## config.mk

```make
export PLATFORM = sky130hd
export DESIGN_NAME = fuse_pair_detect
export DESIGN_NICKNAME = d
export VERILOG_FILES = /design/src/rtl/fuse_pair_detect.sv
export SDC_FILE = /design/constraint.sdc
export NUM_CORES = 1
export LEC_CHECK = 0
export ABC_AREA = 1
export CAP_MARGIN = 15
export CORE_MARGIN = 4
export CORE_UTILIZATION = 50
export DETAILED_ROUTE_END_ITERATION = 7
export DONT_BUFFER_PORTS = 1
export GPL_TIMING_DRIVEN = 0
export PLACE_DENSITY = 0.64
export SYNTH_ARGS = -nofsm -noshare
export SYNTH_HDL_FRONTEND = slang
export SYNTH_SLANG_ARGS = --single-unit
export TNS_END_PERCENT = 1
```

## constraint.sdc

```tcl
create_clock -name clk -period 4.09 [get_ports clk]
set_clock_uncertainty 0.1 [all_clocks]
set_input_delay 0.6135 -clock clk [delete_from_list [all_inputs] [get_ports clk]]
set_output_delay 0.6135 -clock clk [all_outputs]
set_load 0.1 [all_outputs]
```

## src/rtl/fuse_pair_detect.sv

```systemverilog
module fuse_pair_detect #(
  parameter int PAT_W = 3,
  parameter int REG_W = 5
) (
  input  logic             clk,
  input  logic             rst,
  input  logic [31:0]      older_insn,
  input  logic             older_vld,
  input  logic [31:0]      younger_insn,
  input  logic             younger_vld,
  input  logic [5:0]       pat_en,
  output logic             fuse_o,
  output logic [PAT_W-1:0] pat_o,
  output logic [REG_W-1:0] rd_o
);
  localparam int NPAT = 6;
  localparam logic [6:0] OP_LUI   = 7'b0110111;
  localparam logic [6:0] OP_AUIPC = 7'b0010111;
  localparam logic [6:0] OP_IMM   = 7'b0010011;
  localparam logic [6:0] OP_IMMW  = 7'b0011011;
  localparam logic [6:0] OP_REG   = 7'b0110011;
  localparam logic [6:0] OP_LOAD  = 7'b0000011;

  logic [6:0]       a_op, b_op;
  logic [2:0]       a_f3, b_f3;
  logic [REG_W-1:0] a_rd, b_rd, b_rs1;
  logic [5:0]       a_sh, b_sh;

  assign a_op  = older_insn[6:0];
  assign b_op  = younger_insn[6:0];
  assign a_f3  = older_insn[14:12];
  assign b_f3  = younger_insn[14:12];
  assign a_rd  = older_insn[11:7];
  assign b_rd  = younger_insn[11:7];
  assign b_rs1 = younger_insn[19:15];
  assign a_sh  = older_insn[25:20];
  assign b_sh  = younger_insn[25:20];

  logic linked;
  assign linked = older_vld && younger_vld && (a_rd != '0) &&
                  (b_rd == a_rd) && (b_rs1 == a_rd);

  logic a_lui, a_auipc, a_slli, a_add, b_addi, b_addiw, b_srli, b_ld;
  assign a_lui   = a_op == OP_LUI;
  assign a_auipc = a_op == OP_AUIPC;
  assign a_slli  = a_op == OP_IMM && a_f3 == 3'b001 && older_insn[31:26] == 6'd0;
  assign a_add   = a_op == OP_REG && a_f3 == 3'b000 && older_insn[31:25] == 7'd0;
  assign b_addi  = b_op == OP_IMM && b_f3 == 3'b000;
  assign b_addiw = b_op == OP_IMMW && b_f3 == 3'b000;
  assign b_srli  = b_op == OP_IMM && b_f3 == 3'b101 && younger_insn[31:26] == 6'd0;
  assign b_ld    = b_op == OP_LOAD && b_f3 == 3'b011;

  logic [NPAT-1:0] hit, live;
  assign hit[0] = a_lui && (b_addi || b_addiw);
  assign hit[1] = a_auipc && b_addi;
  assign hit[2] = a_slli && a_sh == 6'd48 && b_srli && b_sh == 6'd48;
  assign hit[3] = a_slli && a_sh == 6'd32 && b_srli && b_sh == 6'd32;
  assign hit[4] = a_slli && a_sh == 6'd32 && b_srli && b_sh < 6'd32;
  assign hit[5] = a_add && b_ld && younger_insn[31:20] == 12'd0;
  assign live   = hit & pat_en & {NPAT{linked}};

  logic [PAT_W-1:0] pat_d;
  always_comb begin
    pat_d = '0;
    for (int i = 0; i < NPAT; i++)
      if (live[i]) pat_d = PAT_W'(i + 1);
  end

  always_ff @(posedge clk) begin
    if (rst) begin
      fuse_o <= 1'b0;
      pat_o  <= '0;
      rd_o   <= '0;
    end else begin
      fuse_o <= |live;
      pat_o  <= pat_d;
      rd_o   <= (|live) ? a_rd : '0;
    end
  end

  generate
    for (genvar g = 0; g < NPAT; g++) begin : g_en_chk
      assert_masked_R8: assert property (@(posedge clk) disable iff (rst)
        (fuse_o && pat_o == PAT_W'(g + 1)) |-> $past(pat_en[g]));
    end
  endgenerate

  assert_valid_x0_R9: assert property (@(posedge clk) disable iff (rst)
    fuse_o |-> ($past(older_vld && younger_vld) && rd_o != '0));
  assert_rd_latency_R10: assert property (@(posedge clk) disable iff (rst)
    fuse_o |-> (rd_o == $past(older_insn[11:7]) && pat_o != '0));
  assert_link_R7: assert property (@(posedge clk) disable iff (rst)
    fuse_o |-> ($past(younger_insn[19:15]) == rd_o && $past(younger_insn[11:7]) == rd_o));
  assert_no_addiw_R2: assert property (@(posedge clk) disable iff (rst)
    (fuse_o && pat_o == 3'd2) |-> $past(younger_insn[6:0]) == 7'b0010011);
  assert_half_amt_R3: assert property (@(posedge clk) disable iff (rst)
    (fuse_o && pat_o == 3'd3) |-> ($past(older_insn[25:20]) == 6'd48 && $past(younger_insn[25:20]) == 6'd48));
  assert_zero_off_R6: assert property (@(posedge clk) disable iff (rst)
    (fuse_o && pat_o == 3'd6) |-> $past(younger_insn[31:20]) == 12'd0);
  assert_idle_zero_R10: assert property (@(posedge clk) disable iff (rst)
    !fuse_o |-> (pat_o == '0 && rd_o == '0));
endmodule

```

==> impl_metrics.py <==
metrics = {
    "power": {
        "p_leak_nw": 0.513,
        "swShare": 0.251,
        "clkPwrFrac": 0.333,
        "ir_worst_vdd_v": 0.000116,
        "combPwrFrac": 0.196,
        "p_int_mw": 0.139,
        "power.density_mw_per_mm2": 185,
        "seqPwrFrac": 0.471,
        "p_switching_mw": 0.0467,
    },
    "floorplan": {
        "die_h_um": 51.6,
        "num_io_pins": 83,
        "row_count": 15,
        "start_util": 0.538,
        "die_w_um": 51.6,
        "dieArea_sq_mm": 0.00266,
        "core_region_area_sq_mm": 0.00176,
    },
    "setup_path": {
        "critical_path_class": "reg -> out",
        "critPathLaunchType": "flop",
        "cp.arrival_ns": 1.18,
        "crit_fanout": 1,
        "crit_path_start": "rd_o[4]",
        "worstPathRequired_ns": 3.38,
        "worstSetupEndpointType": "output pin",
    },
    "routing": {
        "wl_per_cell_um": 9.69,
        "wl_um": 2030,
        "firstDrtPassIters": 4,
        "drt_iter0_markers": 20,
        "drc": 0,
        "viasPerCell": 4.75,
        "vias": 992,
        "ant_nets": 0,
    },
    "worst_hold_path": {
        "hold_start": "rst",
        "min_path_type": "in -> reg",
    },
    "grt": {
        "grt_pass1_vias": 891,
        "antenna_found_initial": 0,
        "grt_pass1_wl_um": 3240,
        "grt-ovfl-total": 0,
        "grtUsageTotal": 0.155,
        "grt_max_degree": 7,
    },
    "timing": {
        "fin_tns_setup_ns": 0,
        "hold_viol": 0,
        "slew_headroom": 0.376,
        "min_period_over_period": 0.463,
        "fmax_mhz": 528,
        "setup_ws_ns": 2.20,
        "setup_viol": 0,
        "rsz0062_at_grt": "no",
        "period_needed_ns": 1.89,
        "final_max_slew_viol_count": 0,
        "worst_pin_slew_ns": 0.935,
    },
    "yosys": {
        "yosysTopAreaCell": "nand2_1",
        "synth_common_cells": "nand2_1, nor2_1, inv_1",
        "synth_edf_count": 0,
        "syn_nets": 254,
        "synth_cell_types": 23,
        "synth-seq-cells": 9,
        "yosysTopAreaCellShare": 0.198,
        "yosys-top-cells-area": "nand2_1, dfxtp_1, nor2_1",
        "syn_inst": 180,
        "ys.flop_type": "dfxtp_1",
        "async_reset_ff_frac": 0,
        "synth_area_sq_um": 950,
        "yosys_warnings": 0,
        "ys_seq_area_frac": 0.190,
        "yosysMostFrequentCell": "nand2_1",
        "syn_area_per_cell_sq_um": 5.28,
    },
    "cells_and_area": {
        "area_growth_pct": 6.06,
        "layout-drive-gt1-share": 0.125,
        "diodes": 0,
        "fin_area_sq_mm": 0.00101,
        "final_util": 0.571,
        "final_nets": 259,
    },
    "status": {
        "outcome": "complete, no violations",
    },
    "placement": {
        "place_area_sq_um": 981,
        "gp_congestion": 0.705,
        "dp_hpwl_um": 1900,
        "port_buffers": 0,
        "pre_cts_slack_ns": 2.20,
    },
    "clocking": {
        "path_clk_slew_ns": 0.05,
        "clock_sinks": 9,
        "cts_max_level": 1,
        "cts_hold_buf": 0,
        "cts_tree": "yes",
        "clock_path_buffers": 2,
        "root_buffer": "clkbuf_4",
        "post_cts_buffers": 0,
        "ctsResizeCount": 0,
        "cts_buffers": 3,
    },
    "job": {
        "maxCapViolations": 0,
    },
}
## cell type report
| cell class | instances | area (sq um) |
|---|---|---|
| Fill cell | 189 | 757 |
| Sequential cell | 9 | 180 |
| Multi-Input combinational cell | 133 | 627 |
| Tap cell | 25 | 31.3 |
| Clock buffer | 4 | 26.3 |
| Inverter | 38 | 143 |
## sequential cells by signal, indices dropped and copies added (netlist names)
| register | flops |
|---|---|
| rd_o | 5 |
| pat_o | 3 |
| fuse_o | 1 |
## routing by layer
metal,GRT usage,vias up,wire length (um)
li1,-,550,-
met5,0,-,0
met4,0.0786,0,10
met3,0.0287,2,252
met1,0.201,392,853
met2,0.244,48,909
## placed cells by master, fill, tap and decap left out
| cell type | instances |
|---|---|
| or2_1 | 1 |
| nand2_1 | 50 |
| o21ai_0 | 2 |
| nor2_1 | 36 |
| inv_1 | 34 |
| dfxtp_1 | 9 |
| nor3b_1 | 2 |
| nand3_2 | 2 |
| clkbuf_4 | 3 |
| nor3_1 | 4 |
| and2_0 | 1 |
| o2111ai_2 | 1 |
| nand3b_1 | 2 |
| o21ai_1 | 2 |
| nor2_2 | 8 |
| a21oi_2 | 1 |
| a21oi_1 | 4 |
| nand4_1 | 3 |
| nor2_4 | 1 |
| xor2_1 | 1 |
| clkbuf_1 | 1 |
| inv_2 | 4 |
| nand2_2 | 2 |
| nand2_4 | 1 |
| nand3_1 | 9 |
## cell families after synthesis
family	synth area share
simple gates	0.584
compound gates	0.0672
xor+xnor	0.00922
buf+inv	0.150
flops	0.190
## stage by stage
| stage | power [mW] | hold WS (ns) | instances |
|---|---|---|---|
| final | 0.186 | 0.331 | 209 |
| after global routing | 0.200 | 0.317 | 209 |
| after CTS | 0.189 | 0.322 | 209 |
| after detailed placement | 0.126 | 0.586 | 205 |
| after global placement | 0.125 | 0.587 | 205 |
| after floorplan | 0.122 | 0.583 | 180 |
## path summary, 6_finish.rpt
check | to | depth (start not counted)
setup / recovery | rd_o[4] | 0
hold / removal | pat_o[1] | 1
## power by group through the flow
| stage | sequential, mW | clock (mW) | combinational, mW |
|---|---|---|---|
| 6_report | 0.0877 | 0.0620 | 0.0364 |
| 5_1_grt | 0.0876 | 0.0696 | 0.0430 |
| 4_1_cts | 0.0877 | 0.0647 | 0.0369 |
| 3_5_place_dp | 0.0896 | 0 | 0.0368 |
| 3_3_place_gp | 0.0896 | 0 | 0.0357 |
| 2_1_floorplan | 0.0896 | 0 | 0.0323 |
Note: power is estimated with default switching activity, not from simulation.
